**config.mk**
```make
export PLATFORM = sky130hd
export DESIGN_NAME = nand_cmd_seq
export DESIGN_NICKNAME = d
export VERILOG_FILES = /design/src/rtl/nand_seq_pkg.sv /design/src/rtl/nand_seq_plan.sv /design/src/rtl/nand_cmd_seq.sv
export SDC_FILE = /design/constraint.sdc
export NUM_CORES = 1
export LEC_CHECK = 0
export BUFFER_PORTS_ARGS = -buffer_cell sky130_fd_sc_hd__buf_2
export CAP_MARGIN = 20
export CORE_UTILIZATION = 25
export DETAILED_ROUTE_END_ITERATION = 10
export GPL_TIMING_DRIVEN = 0
export REMOVE_ABC_BUFFERS = 1
export SLEW_MARGIN = 30
export SYNTH_ARGS = -nofsm -noshare
export SYNTH_HDL_FRONTEND = slang
export SYNTH_HIERARCHICAL = 1
export SYNTH_SLANG_ARGS = --single-unit
```
**constraint.sdc**
```tcl
create_clock -name clk -period 3.1 [get_ports clk]
set_clock_uncertainty 0.15 [all_clocks]
set_input_delay 0.62 -clock clk [delete_from_list [all_inputs] [get_ports clk]]
set_output_delay 0.62 -clock clk [all_outputs]
set_load 0.02 [all_outputs]
```
**src/rtl/nand_seq_pkg.sv**
```systemverilog
package nand_seq_pkg;

    localparam int SLOTS  = 6;    // pointer, opcode, column, page lo, page hi, page top
    localparam int PAGE_W = 20;

    localparam logic [7:0] OP_RD_LO  = 8'h00;
    localparam logic [7:0] OP_RD_HI  = 8'h01;
    localparam logic [7:0] OP_RD_SP  = 8'h50;
    localparam logic [7:0] OP_PROG   = 8'h80;
    localparam logic [7:0] OP_CONF   = 8'h10;
    localparam logic [7:0] OP_ER_A   = 8'h60;
    localparam logic [7:0] OP_ER_B   = 8'hD0;
    localparam logic [7:0] OP_STAT   = 8'h70;

    typedef enum logic [2:0] {
        S_IDLE, S_WLOW, S_WHIGH, S_SETTLE, S_TWB, S_POLL
    } seq_state_t;

    typedef enum logic [1:0] {
        W_NONE, W_TIMED, W_FOREVER
    } wait_kind_t;

    typedef struct packed {
        logic [SLOTS-1:0]      en;
        logic [SLOTS-1:0][7:0] bytes;
        wait_kind_t            wkind;
        logic                  hold;
        logic                  any_addr;
    } seq_plan_t;

endpackage

```
**src/rtl/nand_seq_plan.sv**
```systemverilog
module nand_seq_plan
    import nand_seq_pkg::*;
#(
    parameter int PAGE_BYTES = 512,
    parameter int COL_W      = 10
) (
    input  logic [7:0]        cmd,
    input  logic [COL_W-1:0]  col,
    input  logic              col_vld,
    input  logic [PAGE_W-1:0] page,
    input  logic              page_vld,
    input  logic              bus16,
    input  logic [15:0]       dev_mib,
    output seq_plan_t         plan
);
    localparam logic [COL_W-1:0] PG_LIM   = COL_W'(PAGE_BYTES);
    localparam logic [COL_W-1:0] HALF_LIM = COL_W'(256);

    logic             is_prog, is_read;
    logic [7:0]       ptr_byte;
    logic [COL_W-1:0] col_rebased;
    logic [7:0]       col_byte;

    always_comb begin
        is_prog = (cmd == OP_PROG);
        is_read = (cmd == OP_RD_LO) || (cmd == OP_RD_HI) || (cmd == OP_RD_SP);

        ptr_byte    = OP_RD_LO;
        col_rebased = col;
        if (is_prog) begin
            if (col >= PG_LIM) begin
                ptr_byte    = OP_RD_SP;
                col_rebased = col - PG_LIM;
            end else if (col >= HALF_LIM) begin
                ptr_byte    = OP_RD_HI;
                col_rebased = col - HALF_LIM;
            end
        end
        col_byte = bus16 ? 8'(col_rebased >> 1) : 8'(col_rebased);

        plan.en[0]    = is_prog;
        plan.en[1]    = 1'b1;
        plan.en[2]    = col_vld;
        plan.en[3]    = page_vld;
        plan.en[4]    = page_vld;
        plan.en[5]    = page_vld && (dev_mib > 16'd32);
        plan.bytes[0] = ptr_byte;
        plan.bytes[1] = cmd;
        plan.bytes[2] = col_byte;
        plan.bytes[3] = page[7:0];
        plan.bytes[4] = page[15:8];
        plan.bytes[5] = {4'h0, page[19:16]};
        plan.hold     = is_read && page_vld;
        plan.any_addr = col_vld || page_vld;

        if (is_prog || cmd == OP_CONF || cmd == OP_ER_A || cmd == OP_ER_B || cmd == OP_STAT)
            plan.wkind = W_NONE;
        else if (is_read && page_vld)
            plan.wkind = W_TIMED;
        else
            plan.wkind = W_FOREVER;
    end

endmodule

```
**src/rtl/nand_cmd_seq.sv**
```systemverilog
module nand_cmd_seq
    import nand_seq_pkg::*;
#(
    parameter int CLK_MHZ    = 50,
    parameter int WE_CYC     = 2,
    parameter int PAGE_BYTES = 512,
    parameter int COL_W      = 10
) (
    input  logic              clk,
    input  logic              rst_n,
    input  logic              req_valid,
    input  logic [7:0]        req_cmd,
    input  logic [COL_W-1:0]  req_col,
    input  logic              req_col_vld,
    input  logic [PAGE_W-1:0] req_page,
    input  logic              req_page_vld,
    input  logic              bus16,
    input  logic [15:0]       dev_mib,
    input  logic [7:0]        status_in,
    output logic              cle,
    output logic              ale,
    output logic              nce,
    output logic              nwe,
    output logic [15:0]       dq_out,
    output logic              busy,
    output logic              done,
    output logic              timeout
);
    localparam int TWB_CYC    = (CLK_MHZ * 100 + 999) / 1000;
    localparam int SETTLE_CYC = CLK_MHZ;
    localparam int TMO_CYC    = 30 * CLK_MHZ;
    localparam int MAX_CYC    = (TMO_CYC > SETTLE_CYC) ? TMO_CYC : SETTLE_CYC;
    localparam int CNT_W      = $clog2(MAX_CYC + 1);
    localparam int IDX_W      = $clog2(SLOTS);

    typedef struct packed {
        seq_state_t       state;
        logic [IDX_W-1:0] idx;
        logic [CNT_W-1:0] cnt;
        seq_plan_t        plan;
        logic             hold;
        logic             done;
        logic             tmo;
    } seq_regs_t;

    seq_regs_t        q, d;
    seq_plan_t        plan_w;
    logic             nxt_found, to_post, to_finish, on_bus;
    logic [IDX_W-1:0] nxt_idx, first_idx;
    logic             unused_status;

    assign unused_status = ^status_in[7:1];

    nand_seq_plan #(.PAGE_BYTES(PAGE_BYTES), .COL_W(COL_W)) u_plan (
        .cmd(req_cmd), .col(req_col), .col_vld(req_col_vld),
        .page(req_page), .page_vld(req_page_vld),
        .bus16(bus16), .dev_mib(dev_mib), .plan(plan_w)
    );

    always_comb begin
        nxt_found = 1'b0;
        nxt_idx   = '0;
        first_idx = '0;
        for (int i = SLOTS - 1; i >= 0; i--) begin
            if (q.plan.en[i] && IDX_W'(i) > q.idx) begin
                nxt_found = 1'b1;
                nxt_idx   = IDX_W'(i);
            end
            if (plan_w.en[i]) first_idx = IDX_W'(i);
        end

        d         = q;
        d.done    = 1'b0;
        to_post   = 1'b0;
        to_finish = 1'b0;

        case (q.state)
            S_IDLE: if (req_valid) begin
                d.plan  = plan_w;
                d.idx   = first_idx;
                d.state = S_WLOW;
                d.cnt   = CNT_W'(WE_CYC - 1);
                d.tmo   = 1'b0;
            end
            S_WLOW: begin
                if (q.cnt == '0) begin
                    d.state = S_WHIGH;
                    d.cnt   = CNT_W'(WE_CYC - 1);
                end else d.cnt = q.cnt - 1'b1;
            end
            S_WHIGH: begin
                if (q.cnt != '0) d.cnt = q.cnt - 1'b1;
                else if (nxt_found) begin
                    d.state = S_WLOW;
                    d.idx   = nxt_idx;
                    d.cnt   = CNT_W'(WE_CYC - 1);
                    if (nxt_idx == IDX_W'(4) && q.plan.hold) d.hold = 1'b1;
                end else if (q.plan.any_addr) begin
                    d.state = S_SETTLE;
                    d.cnt   = CNT_W'(SETTLE_CYC - 1);
                end else to_post = 1'b1;
            end
            S_SETTLE: begin
                if (q.cnt == '0) to_post = 1'b1;
                else d.cnt = q.cnt - 1'b1;
            end
            S_TWB: begin
                if (q.cnt == '0) begin
                    d.state = S_POLL;
                    d.cnt   = CNT_W'(TMO_CYC - 1);
                end else d.cnt = q.cnt - 1'b1;
            end
            S_POLL: begin
                if (status_in[0]) to_finish = 1'b1;
                else if (q.plan.wkind == W_TIMED && q.cnt == '0) begin
                    to_finish = 1'b1;
                    d.tmo     = 1'b1;
                end else if (q.cnt != '0) d.cnt = q.cnt - 1'b1;
            end
            default: d.state = S_IDLE;
        endcase

        if (to_post) begin
            if (q.plan.wkind == W_NONE) to_finish = 1'b1;
            else begin
                d.state = S_TWB;
                d.cnt   = CNT_W'(TWB_CYC - 1);
            end
        end
        if (to_finish) begin
            d.state = S_IDLE;
            d.done  = 1'b1;
            d.hold  = 1'b0;
        end
    end

    always_ff @(posedge clk or negedge rst_n) begin
        if (!rst_n) q <= '0;
        else        q <= d;
    end

    assign on_bus  = (q.state == S_WLOW) || (q.state == S_WHIGH);
    assign cle     = on_bus && (q.idx <= IDX_W'(1));
    assign ale     = on_bus && (q.idx >= IDX_W'(2));
    assign nwe     = (q.state != S_WLOW);
    assign nce     = !(on_bus || q.hold);
    assign dq_out  = on_bus ? {8'h00, q.plan.bytes[q.idx]} : 16'h0000;
    assign busy    = (q.state != S_IDLE);
    assign done    = q.done;
    assign timeout = q.tmo;

    AST_IDLE_QUIET: assert property (@(posedge clk) disable iff (!rst_n)
        !busy |-> (nwe && !cle && !ale && nce));
    AST_STROBE_EXCL: assert property (@(posedge clk) disable iff (!rst_n)
        !(cle && ale));
    AST_WE_UNDER_CE: assert property (@(posedge clk) disable iff (!rst_n)
        !nwe |-> !nce);
    AST_HOLD_IN_POLL: assert property (@(posedge clk) disable iff (!rst_n)
        (q.state == S_POLL && q.plan.wkind == W_TIMED) |-> !nce);
    AST_DONE_PULSE: assert property (@(posedge clk) disable iff (!rst_n)
        done |=> !done);
    AST_TMO_WITH_DONE: assert property (@(posedge clk) disable iff (!rst_n)
        $rose(timeout) |-> done);
    AST_NO_POLL_NOWAIT: assert property (@(posedge clk) disable iff (!rst_n)
        (q.plan.wkind == W_NONE) |-> (q.state != S_POLL && q.state != S_TWB));

endmodule

```
==> summary.txt <==
Status
  – Status: completed

Yosys
  – Number of synthesized flops with an enable pin: 0
  – #FFs+latches synth: 77
  – Synthesized area per cell: 10.4 µm²
  – Cell area after synthesis: 4950 µm²
  – Commonest cells in the netlist: 77 x dfrtp_1, 72 x mux2_2, 52 x buf_4
  – Mapped Cells: 478
  – Top-area cell type share of the netlist area: 38.9%
  – Synth area leader: dfrtp_1
  – Post-synth ARST share: between 90% and 100%
  – Synth unique cells: 75
  – Sequential fraction of the synthesis area: 38.9%
  – Most common cell in the synthesized netlist: dfrtp_1
  – Top FF cell, synth: dfrtp_1
  – Top area cells in the synthesized netlist: dfrtp_1 39%, mux2_2 16%, buf_4 7.9%, mux4_2 3.6%, nor2_1 2.9%
  – Ys Warns: 6

Detailed routing
  – DRT Pass-1 Iters: 6
  – DR vias: between 3000 and 4000
  – DR WL/cell: 15.0 µm
  – Drc violations: 0
  – Vias per std cell: 4.66
  – Starting DRT DRC Count: 192
  – Post-DRT Antenna Nets: 0
  – Total wire length: roughly 12000 µm

Worst setup path
  – Startpoint Class: flip-flop
  – Critical Setup Path Class: flip-flop to primary output
  – Max FO, Critical Path: 23
  – WP data arrival: 2200 ps
  – Critical path data required time: roughly 2300 ps
  – Crit path capture type: primary output

Place
  – Number of I/O port buffers: 75
  – Post-Place Setup Slack: -504 ps
  – Routability cong.: 0.826
  – Post-DP HPWL: 8520 µm
  – Placed cells: 768

Clock tree
  – CTS Root Cell: clkbuf_16
  – Clk buf depth: 2
  – Sink Count: 77
  – Cts bufs inserted: 9
  – CTS tree: built
  – CTS HTree Levels: 3
  – Worst-path clk slew: ~60 ps
  – Worst skew pair latency: between 300 and 400 ps

Timing
  – Final period utilization: a little over nine tenths
  – RSZ-0062 raised after global routing: false
  – Slew @ Worst Pin: 909 ps
  – Slew Limit Fails: 0
  – Final hold viol count: 0
  – Slew margin rel.: 38.8%
  – Max frequency: 337 MHz
  – Fin crit period: 2970 ps
  – Setup Viol. Count Final: 0
  – PnR worst setup slack: approximately 130 ps

Finish
  – Final Util: 29.1%
  – Nets: 586
  – Final cell count without fillers: slightly below 800
  – Area grow syn2layout: 14.2%
  – Share of cells above drive strength 1: between 40% and 50%
  – Diodes inserted: 0

Global routing
  – Largest net degree at the start of global routing: 67
  – First-pass GRT wire length: 19000 µm
  – Vias in the first global route: between 3000 and 4000
  – Overall Global Routing Usage: 12.2%
  – Initial antenna violation count: 0
  – Global route overflow: 0

Floorplan
  – Starting Density: 25.5%
  – DIE HEIGHT: 143 µm
  – Row count: 51
  – Core area: between 15000 and 20000 µm²
  – Horiz. Die Dim: 143 µm
  – IO Count: 91
  – DIE AREA: 20400 µm²

Hold path
  – Hold WC Path Type: flip-flop to flip-flop

Power
  – Peak supply drop: ~0.34 mV
  – PwrDens: about 980 nW/µm²
  – Leakage: 0.00246 µW

Run
  – Max_cap viols: 0
flip-flops by register name, summed over array words and instances (netlist names):
name,cells
q,75
done,1
timeout,1
worst max-delay path, cell delays in order (launching register included):
cell and delay [ps]:
dfrtp_1 780, inv_1 180, and2_1 230, nor2_4 350
nor2_1 130, buf_2 180
placed cells by master, fill, tap and decap left out, types with 5 or more instances in the layout:
| cell | count |
|---|---|
| conb_1 | 18 |
| nor3_1 | 10 |
| nand2_1 | 25 |
| nor2_1 | 37 |
| mux2_2 | 72 |
| nand3_1 | 5 |
| a21oi_1 | 16 |
| inv_1 | 13 |
| clkbuf_16 | 9 |
| dfrtp_1 | 73 |
| o22ai_1 | 5 |
| o31ai_1 | 7 |
| a22oi_1 | 11 |
| buf_4 | 8 |
| nand2b_1 | 6 |
| mux4_2 | 8 |
| a31oi_1 | 6 |
| buf_2 | 74 |
| o21ai_0 | 21 |
report_power, final:
part	leakage [µW]	switching (µW)	total, µW	internal, µW
Clock	0.000149	449	1100	651
Sequential	0.000936	452	1890	1440
Combinational	0.00138	1320	2570	1250
Total	0.00246	2220	5570	3340
metrics by stage:
step / cell area [µm²] / TNS, ps / total power, µW / hold WS (ps)
6_report: 5660 / 0 / 5570 / 334
5_1_grt: 5660 / 0 / 5960 / 350
4_1_cts: 5650 / 0 / 5610 / 345
3_5_place_dp: 5300 / -1240 / 4430 / 303
3_3_place_gp: 5190 / -300560 / 4460 / 318
2_1_floorplan: 4480 / -149620 / 3680 / 174
logic make-up after synthesis:
| group | synth area share (%) |
|---|---|
| multiplexers | 20.4 |
| AND/OR/NAND/NOR | 14.1 |
| buffers and inverters | 11.8 |
| other | 0.227 |
| flip-flops | 38.9 |
| XOR/XNOR | 0.530 |
| AO/OA/AOI/OAI | 13.5 |
| adder cells (fa/ha/maj) | 0.505 |
final cells by class:
cell class	count	area (µm²)
clock inverter	6	68.8
inverter	15	56.3
tap	265	332
clock buffer	10	239
multi-input combinational	327	2540
timing repair buffer	86	490
fill	2023	13800
sequential	77	1930
path summary, 6_finish.rpt:
path                          from  endpoint  slack [ps]  depth (start not counted)
setup / recovery             q[77]       ale         130                          5
hold / removal             timeout   timeout         330                          2
setup reg to reg             q[61]     q[61]         260                         11
hold reg to reg            timeout   timeout         330                          2
max in group asynchronous    rst_n     q[40]        1740                          3
min in group asynchronous    rst_n     q[63]         500                          2
layer usage:
| layer | wire length [µm] | vias up | global-route usage [%] |
|---|---|---|---|
| li1 | - | 1747 | - |
| met1 | 5470 | 1824 | 15.5 |
| met2 | 5810 | 85 | 20.6 |
| met3 | 425 | 6 | 2.58 |
| met4 | 59 | 0 | 4.19 |
| met5 | 0 | - | 0 |
what timing repair did:
item | CTS | global route
hold endpoints to repair | 11 | 0
pin swaps | 1 | 0
setup buffers | 1 | 0
hold buffers | 1 | 0
setup endpoints to repair | 19 | 6
gates resized for setup | 5 | 4
Power figures use the tool's default switching activity.
